--- config.mk ---
export PLATFORM = sky130hd
export DESIGN_NAME = taylor_fdiv
export DESIGN_NICKNAME = d
export VERILOG_FILES = /design/src/rtl/tfd_pkg.sv /design/src/rtl/tfd_recip_rom.sv /design/src/rtl/tfd_unpack.sv /design/src/rtl/tfd_pack.sv /design/src/rtl/taylor_fdiv.sv
export SDC_FILE = /design/constraint.sdc
export NUM_CORES = 1
export LEC_CHECK = 0
export BUFFER_PORTS_ARGS = -buffer_cell sky130_fd_sc_hd__buf_2
export CORE_MARGIN = 5
export CORE_UTILIZATION = 42
export CTS_BUF_LIST = sky130_fd_sc_hd__clkbuf_8
export DETAILED_ROUTE_END_ITERATION = 7
export PLACE_DENSITY = 0.6
export RECOVER_POWER = 25
export SYNTH_ARGS = -nofsm -noshare
export SYNTH_HDL_FRONTEND = slang
export SYNTH_SLANG_ARGS = --single-unit
export TNS_END_PERCENT = 20
--- constraint.sdc ---
create_clock -name clk -period 9.2 [get_ports clk]
set_input_delay 0.46 -clock clk [delete_from_list [all_inputs] [get_ports clk]]
set_output_delay 0.46 -clock clk [all_outputs]
set_load 0.02 [all_outputs]
--- src/rtl/tfd_pkg.sv ---
package tfd_pkg;

    // Which path the output normalizer takes.
    typedef enum logic {
        NORM_KEEP  = 1'b0,
        NORM_SHIFT = 1'b1
    } norm_e;

    // Reciprocal-square entry for high part (2^m + idx) / 2^m,
    // scaled by 2^(2m+1) and rounded half up.
    function automatic logic [63:0] recip_sq_entry(input int unsigned m,
                                                   input int unsigned idx);
        logic [63:0] yh;
        logic [63:0] num;
        logic [63:0] q;
        yh  = (64'd1 << m) + 64'(idx);
        num = 64'd1 << (4 * m + 2);
        q   = num / (yh * yh);
        return (q + 64'd1) >> 1;
    endfunction

endpackage

--- src/rtl/tfd_recip_rom.sv ---
module tfd_recip_rom #(
    parameter int M = 6
) (
    input  logic             clk,
    input  logic [M-1:0]     idx,
    output logic [2*M+1:0]   data
);
    import tfd_pkg::*;

    localparam int DEPTH = 1 << M;
    localparam int TW    = 2 * M + 2;

    logic [TW-1:0] tbl [DEPTH];

    for (genvar i = 0; i < DEPTH; i++) begin : g_ent
        assign tbl[i] = TW'(recip_sq_entry(M, i));
    end

    always_ff @(posedge clk) begin
        data <= tbl[idx];
    end

endmodule

--- src/rtl/tfd_unpack.sv ---
module tfd_unpack #(
    parameter int EXP_W = 5,
    parameter int M     = 6,
    localparam int W    = EXP_W + 2 * M,
    localparam int XW   = EXP_W + 2
) (
    input  logic                  [W-1:0]   a_bits,
    input  logic                  [W-1:0]   b_bits,
    output logic                            sgn,
    output logic signed           [XW-1:0]  exp_pre,
    output logic                  [2*M-1:0] x_sig,
    output logic                  [2*M-1:0] d_sig,
    output logic                  [M-1:0]   tbl_idx,
    output logic                            div_zero
);
    localparam int FRAC_W = 2 * M - 1;
    localparam int SIG_W  = 2 * M;
    localparam logic signed [XW-1:0] BIAS = XW'((1 << (EXP_W - 1)) - 1);

    logic [EXP_W-1:0] ea;
    logic [EXP_W-1:0] eb;
    logic [SIG_W-1:0] y_sig;
    logic [M:0]       y_hi;
    logic [M-2:0]     y_lo;

    assign ea       = a_bits[W-2 -: EXP_W];
    assign eb       = b_bits[W-2 -: EXP_W];
    assign sgn      = a_bits[W-1] ^ b_bits[W-1];
    assign x_sig    = {1'b1, a_bits[FRAC_W-1:0]};
    assign y_sig    = {1'b1, b_bits[FRAC_W-1:0]};
    assign y_hi     = y_sig[SIG_W-1 -: M+1];
    assign y_lo     = y_sig[M-2:0];
    assign tbl_idx  = y_sig[SIG_W-2 -: M];

    // High part minus low part, both on the 2^-(2M-1) grid.
    assign d_sig    = {y_hi, {(M-1){1'b0}}} - SIG_W'(y_lo);

    assign exp_pre  = $signed({2'b00, ea}) - $signed({2'b00, eb}) + BIAS;
    assign div_zero = (eb == '0);

endmodule

--- src/rtl/tfd_pack.sv ---
module tfd_pack #(
    parameter int EXP_W = 5,
    parameter int M     = 6,
    localparam int W    = EXP_W + 2 * M,
    localparam int XW   = EXP_W + 2,
    localparam int P2_W = 4 * M + 4
) (
    input  logic                  [P2_W-1:0] prod,
    input  logic signed           [XW-1:0]   exp_pre,
    input  logic                             sgn,
    input  logic                             exc_in,
    output logic                  [W-1:0]    q_bits,
    output logic                             exc_out
);
    import tfd_pkg::*;

    localparam int FRAC_W = 2 * M - 1;
    localparam logic signed [XW-1:0] ONE    = XW'(1);
    localparam logic signed [XW-1:0] EXP_LO = XW'(1);
    localparam logic signed [XW-1:0] EXP_HI = XW'((1 << EXP_W) - 1);

    norm_e                   mode;
    logic [FRAC_W-1:0]       mant;
    logic signed [XW-1:0]    exp_fin;
    logic                    range_bad;

    always_comb begin
        mode = prod[4*M+1] ? NORM_KEEP : NORM_SHIFT;
        if (mode == NORM_KEEP) begin
            mant    = FRAC_W'(prod >> (2 * M + 2));
            exp_fin = exp_pre;
        end else begin
            mant    = FRAC_W'(prod >> (2 * M + 1));
            exp_fin = exp_pre - ONE;
        end
        range_bad = (exp_fin < EXP_LO) || (exp_fin > EXP_HI);
        exc_out   = exc_in | range_bad;
        q_bits    = exc_out ? '0 : {sgn, exp_fin[EXP_W-1:0], mant};
    end

endmodule

--- src/rtl/taylor_fdiv.sv ---
module taylor_fdiv #(
    parameter int EXP_W = 5,
    parameter int M     = 6,
    localparam int W    = EXP_W + 2 * M
) (
    input  logic         clk,
    input  logic         rst,
    input  logic         in_valid,
    input  logic         in_exc,
    input  logic [W-1:0] a_bits,
    input  logic [W-1:0] b_bits,
    output logic         out_valid,
    output logic         out_exc,
    output logic [W-1:0] q_bits
);
    localparam int SIG_W = 2 * M;
    localparam int XW    = EXP_W + 2;
    localparam int TW    = 2 * M + 2;
    localparam int P1_W  = 4 * M;
    localparam int P1T_W = 2 * M + 2;
    localparam int P2_W  = 4 * M + 4;

    typedef struct packed {
        logic                 vld;
        logic                 exc;
        logic                 sgn;
        logic signed [XW-1:0] ex;
    } ctl_t;

    // Operand decode
    logic                 sgn_c;
    logic signed [XW-1:0] exp_c;
    logic [SIG_W-1:0]     x_c;
    logic [SIG_W-1:0]     d_c;
    logic [M-1:0]         idx_c;
    logic                 dz_c;
    ctl_t                 c_in;

    tfd_unpack #(.EXP_W(EXP_W), .M(M)) u_unpack (
        .a_bits   (a_bits),
        .b_bits   (b_bits),
        .sgn      (sgn_c),
        .exp_pre  (exp_c),
        .x_sig    (x_c),
        .d_sig    (d_c),
        .tbl_idx  (idx_c),
        .div_zero (dz_c)
    );

    always_comb begin
        c_in.vld = in_valid;
        c_in.exc = in_valid & (in_exc | dz_c);
        c_in.sgn = sgn_c;
        c_in.ex  = exp_c;
    end

    // Stage 1: operands captured, table read in parallel
    ctl_t             c1;
    ctl_t             c2;
    ctl_t             c3;
    logic [SIG_W-1:0] x1;
    logic [SIG_W-1:0] d1;
    logic [TW-1:0]    t1;
    logic [TW-1:0]    t2;
    logic [P1_W-1:0]  p1_2;
    logic [P1T_W-1:0] p1t;
    logic [P2_W-1:0]  p2_3;

    tfd_recip_rom #(.M(M)) u_rom (
        .clk  (clk),
        .idx  (idx_c),
        .data (t1)
    );

    assign p1t = P1T_W'(p1_2 >> (2 * M - 2));

    always_ff @(posedge clk) begin
        if (rst) begin
            c1 <= '0;
            c2 <= '0;
            c3 <= '0;
        end else begin
            c1 <= c_in;
            c2 <= c1;
            c3 <= c2;
        end
        x1   <= x_c;
        d1   <= d_c;
        p1_2 <= P1_W'(x1) * P1_W'(d1);
        t2   <= t1;
        p2_3 <= P2_W'(p1t) * P2_W'(t2);
    end

    // Stage 4: normalize, range check, pack
    logic [W-1:0] q_c;
    logic         exc_c;

    tfd_pack #(.EXP_W(EXP_W), .M(M)) u_pack (
        .prod    (p2_3),
        .exp_pre (c3.ex),
        .sgn     (c3.sgn),
        .exc_in  (c3.exc),
        .q_bits  (q_c),
        .exc_out (exc_c)
    );

    always_ff @(posedge clk) begin
        if (rst) begin
            out_valid <= 1'b0;
            out_exc   <= 1'b0;
            q_bits    <= '0;
        end else begin
            out_valid <= c3.vld;
            out_exc   <= c3.vld & exc_c;
            q_bits    <= c3.vld ? q_c : '0;
        end
    end

endmodule

# ---- After elaboration in Yosys (flattened, before gate mapping)
# Memories as Yosys holds them, arrays and structs flattened. A register that Yosys moved wholly into a read port is not among the register bits.
# Index checks and enable logic that the tools add are counted.
dict set report word_totals {
  mem_bits_ro 896
  regBits 136
  memories 1
  input_bits 38
  output_inout_bits 19
  wordCells 41
}
dict set report op_classes {
  n_reduce_logical 3
  bitwise 7
  add_sub_neg 4
  muxes 2
  order_cmp 2
  n_mul 2
}
# memory depth width rd rd_clocked_by_memory_dff write_ports line
set memory_table {}
lappend memory_table {{(name not given)} 64 14 1 1 0 tfd_recip_rom.sv:20} ;# data <= tbl[idx];
# op n
set ops {}
lappend ops {{$mul 14x14->26} 1}
lappend ops {{$mul 12x12->24} 1}
lappend ops {{$sub 12x5->12} 1}
lappend ops {{$mux 11} 1}
lappend ops {{$add 7x5->7 const B} 1}
lappend ops {{$gt 7x6->1 const B} 1}
lappend ops {{$lt 7x2->1 const B} 1}
lappend ops {{$mux 7} 1}
lappend ops {{$not 6->7} 1}
lappend ops {{$sub 7x2->7 const B} 1}
lappend ops {{$sub 5x5->6} 1}
lappend ops {{$logic_not 5->1} 1}
lappend ops {{$reduce_or 3->1} 1}
lappend ops {{$and 1x1->1} 2}
lappend ops {{$or 1x1->1} 2}
lappend ops {{$logic_or 1x1->1} 1}
lappend ops {{$not 1->1} 1}
lappend ops {{$xor 1x1->1} 1}

# ---- Logic depth before layout (Yosys ltp)
dict set report depth {
  ltp_word 6
  depth_mapped 21
  ltp_nobuf 20
}

# ---- Hierarchy
# From an unflattened synthesis, not the netlist that was laid out.
dict set report hier_totals {
  hier_cells 1868
  area_unflattened_um2 16791.1
}
# mod cells_per_inst instances seq_area_each_um2 area_per_inst_um2
set by_module_without_submodules {}
lappend by_module_without_submodules {taylor_fdiv 1483 1 2582.5 13954.6}
lappend by_module_without_submodules {tfd_recip_rom 219 1 280.3 1594.0}
lappend by_module_without_submodules {tfd_unpack 104 1 0.0 744.5}
lappend by_module_without_submodules {tfd_pack 62 1 0.0 498.0}

# ---- Worst setup path before layout
# OpenSTA, ideal clock, no wires.
dict set report synth_path {
  kind {flip-flop to flip-flop}
  startpoint {reg p1_2[17]}
  endpoint {reg p2_3[25]}
  t_required_ns 9.079
  arrival_time_ns 5.369
  stages_incl_launch_ff 22
  path_slack_ns 3.710
  n_path_buf 1
  setup_ns 0.121
  synth_period_minus_slack_ns 5.490
  cell_sequence {dfxtp_1 > clkbuf_1 > and2_1 > fa_1 > inv_1 > fa_1 > inv_1 > fa_1 > inv_1 > fa_1 > inv_1 > fa_1 > inv_1 > fa_1 > inv_1 > ha_1 > o21a_1 > a221o_1 > a211oi_4 > o211a_1 > o22ai_1 > xnor2_1}
}
dict set report synth_between {
  elab_chain_cells 1
}
# element line
set synth_lines {}
lappend synth_lines {{start, declared} taylor_fdiv.sv:65} ;# logic [P1_W-1:0] p1_2;
lappend synth_lines {{start signal, assigned} taylor_fdiv.sv:89} ;# p1_2 <= P1_W'(x1) * P1_W'(d1);
lappend synth_lines {{$mul 14x14->26} taylor_fdiv.sv:91} ;# p2_3 <= P2_W'(p1t) * P2_W'(t2);
lappend synth_lines {{end signal, assigned} taylor_fdiv.sv:91}
lappend synth_lines {{end, declared} taylor_fdiv.sv:67} ;# logic [P2_W-1:0] p2_3;
# No other way between the ends.
# A chain may end at the register's enable or synchronous reset.

# ---- Final worst setup path
# Same ends and word-level chain as after synthesis.

==> summary.md <==
| Metric | Value |
|---|---|
| Vias in the first global route | `11840` |
| Post-cts sizing count | `0` |
| Worst-path clk slew | `0.09 ns` |
| Share of cells above drive strength 1 | `0.0593` |
| Final Max Slew Viols | `0` |
| FILL cells | `3578` |
| F_max | `172 MHz` |
| Synth Net Count | `2189` |
| 1st-iter DRT viols | `450` |
| Hold Path Cell Cnt | `1` |
| DR vias/cell | `4.98` |
| CP Class | `register to register` |
| Die H | `202 um` |
| All-Layer GR Usage | `0.169` |
| Required time of the critical path | `9.54 ns` |
| Register area share after synthesis | `0.164` |
| Post-synth EDFFs | `0` |
| Cells after Synth | `1751` |
| TritonCTS clock tree | `built` |
| Clk_skew | `0.0179 ns` |
| Area of the multi-input gates | `11400 sq um` |
| Fin crit period | `5.81 ns` |
| Crit Path Max Fanout | `14` |
| # IOs | `57` |
| Layout Nets | `2181` |
| Startpoint types | `register` |
| Yosys reg bits | `127` |
| Synth warn | `0` |
| Initial cell density of the core | `0.425` |
| Ant diodes | `0` |
| Root Buffer Master | `clkbuf_8` |
| Clock tree buffer depth | `2` |
| R2R depth | `20` |
| Mapped Area | `15500 sq um` |
| RSZ-0062 raised after global routing | `false` |
| Top_reg_cell synth | `dfxtp_1` |
| Core ar. | `36500 sq um` |
| Detail Placement HPWL | `26500 um` |
| Die width | `202 um` |
| Drc violations | `0` |
| Status | `finished, final reports clean` |
| First-pass GRT wire length | `58100 um` |
| Largest net degree at the start of global routing | `60` |
| Fin worst setup slack | `3.39 ns` |
| Number of port buffers | `56` |
| Wire per inst | `14.8 um` |
| Rel. slew slack | `0.218` |
| Final worst-path cycle share | `0.631` |
| Postcts setup bufs | `0` |
| Sequential standard cell area | `2540 sq um` |
| Pre-CTS setup slack | `3.40 ns` |
| Die ar. | `40900 sq um` |
| Initial antenna violation count | `0` |
| Avg Cell Area, Syn | `8.86 sq um` |
| Area after DPL | `16100 sq um` |
| # rows | `70` |
| Max-cap violations | `0` |
| Final wirelength | `33000 um` |
| Tightest Hold Check Type | `input pin to register` |
| Fin. Hold Viols | `0` |
| Fin Hold WS | `0.0950 ns` |
| Worst-Skew Late Latency | `0.46 ns` |
| Hold_buf cts | `0` |
| H-tree depth | `4` |
| Slew @ Worst Pin | `1.17 ns` |
| CTS Sinks | `127` |
| WP data arrival | `6.15 ns` |
| Via count | `11068` |
| CTS Buf Count | `17` |
| Gpl congestion | `0.859` |
| Reg2reg setup slack | `3.39 ns` |
| Setup TNS | `0 ns` |
| Grt total ovfl | `0` |
| DR pass1 iterations | `5` |
| Netlist cell types | `64` |
| Setup crit end kind | `register` |
| Area Growth Syn to Fin | `6.45%` |
| Finished layout cell area | `16500 sq um` |
| Antenna Nets Post-Route | `0` |
| FFs w/ async S/R, synth | `0` |
| Final setup viols | `0` |
Yosys cell counts (7+ instances only):
library cell,n,area (sq um)
dfxtp_1,127,2540
xor2_1,11,96.3
xnor2_1,39,342
o211ai_1,8,60.1
nor3_1,11,55.1
a21o_1,10,75.1
a21oi_1,62,310
nor2_1,68,255
o21a_1,7,52.6
ha_1,161,2010
nor2b_1,34,213
clkbuf_1,76,285
nand2_1,229,860
o21ai_0,35,175
mux2i_1,16,160
nand2b_1,7,43.8
fa_1,239,4780
a31oi_1,9,56.3
nand3_1,15,75.1
a211oi_1,13,97.6
and2_1,141,882
inv_1,332,1250
placed cells by master, fill, tap and decap left out, types with 4 or more instances in the layout:
master,Yosys,final
nor3_1,11,11
xnor2_1,39,39
nand3_1,15,15
dfxtp_1,127,127
a31oi_1,9,9
clkbuf_8,0,17
a21o_1,10,10
or2_2,4,4
o211ai_1,8,8
and2_1,141,141
o21a_1,7,7
nand4_1,6,6
o21ai_1,6,6
inv_1,332,333
a211oi_1,13,13
nor2b_1,34,34
o21bai_1,4,4
nand2_1,229,229
buf_2,5,53
nor3b_1,4,4
fa_1,239,239
o21ai_0,35,35
bufinv_16,0,5
and3_1,5,5
a21oi_1,62,62
o31ai_1,6,6
xor2_1,11,11
mux2i_1,16,16
nand2b_1,7,7
ha_1,161,161
nor2_1,68,68
area by class of cell:
type,instances,share of cell area
Timing Repair Buffer,58,0.0176
Clock buffer,17,0.0142
Tap cell,468,0.0354
Sequential cell,127,0.154
Clock inverter,14,0.0130
Multi-Input combinational cell,1206,0.690
Inverter,333,0.0756
cell families after synthesis:
group | Yosys count | synth area share
buffers and inverters | 418 | 0.101
AO/OA/AOI/OAI | 193 | 0.0809
multiplexers | 21 | 0.0161
AND/OR/NAND/NOR | 542 | 0.171
XOR/XNOR | 50 | 0.0282
flip-flops | 127 | 0.164
adder cells (fa/ha/maj) | 400 | 0.438
routing by layer:
layer,global-route usage,vias up,routed length [um]
met4,0.0364,0,353
met3,0.0234,25,1340
li1,-,5386,-
met5,0,-,0
met1,0.238,5449,15900
met2,0.280,208,15400
critical path: stages (launching register included):
cell and delay [ns]:
dfxtp_1 0.47, and2_1 0.24, fa_1 0.53, inv_1 0.05
fa_1 0.47, inv_1 0.05, fa_1 0.50, inv_1 0.06
fa_1 0.52, inv_1 0.05, fa_1 0.47, inv_1 0.05
fa_1 0.48, inv_1 0.04, ha_1 0.28, o21a_1 0.19
a221o_1 0.39, a211oi_4 0.38, o211a_1 0.25, o22ai_1 0.08
xnor2_1 0.13
registers in the layout, summed over array words and instances, names as in the netlist:
register and count:
c3 10, c2 10, d1 12, p2_3 13
x1 11, q_bits 17, u_rom.data 14, out_exc 1
p1_2 14, t2 14, c1 10, out_valid 1
final timing paths:
kind                               startpoint       end
worst max-delay path                 p1_2[17]  p2_3[25]
worst min-delay path                a_bits[6]     x1[6]
worst max register to register       p1_2[17]  p2_3[25]
worst min register to register  u_rom.data[1]     t2[1]
stage by stage:
step / std cells / utilization
final: 2223 / 0.452
after detailed placement: 2192 / 0.440
after floorplan: 1751 / -
after CTS: 2223 / 0.453
after global placement: 2192 / 0.440
after global routing: 2223 / 0.452
Power is left out: the tool's default activity adds up to more than one toggle a clock period on the data nets, which glitch-free logic cannot reach.
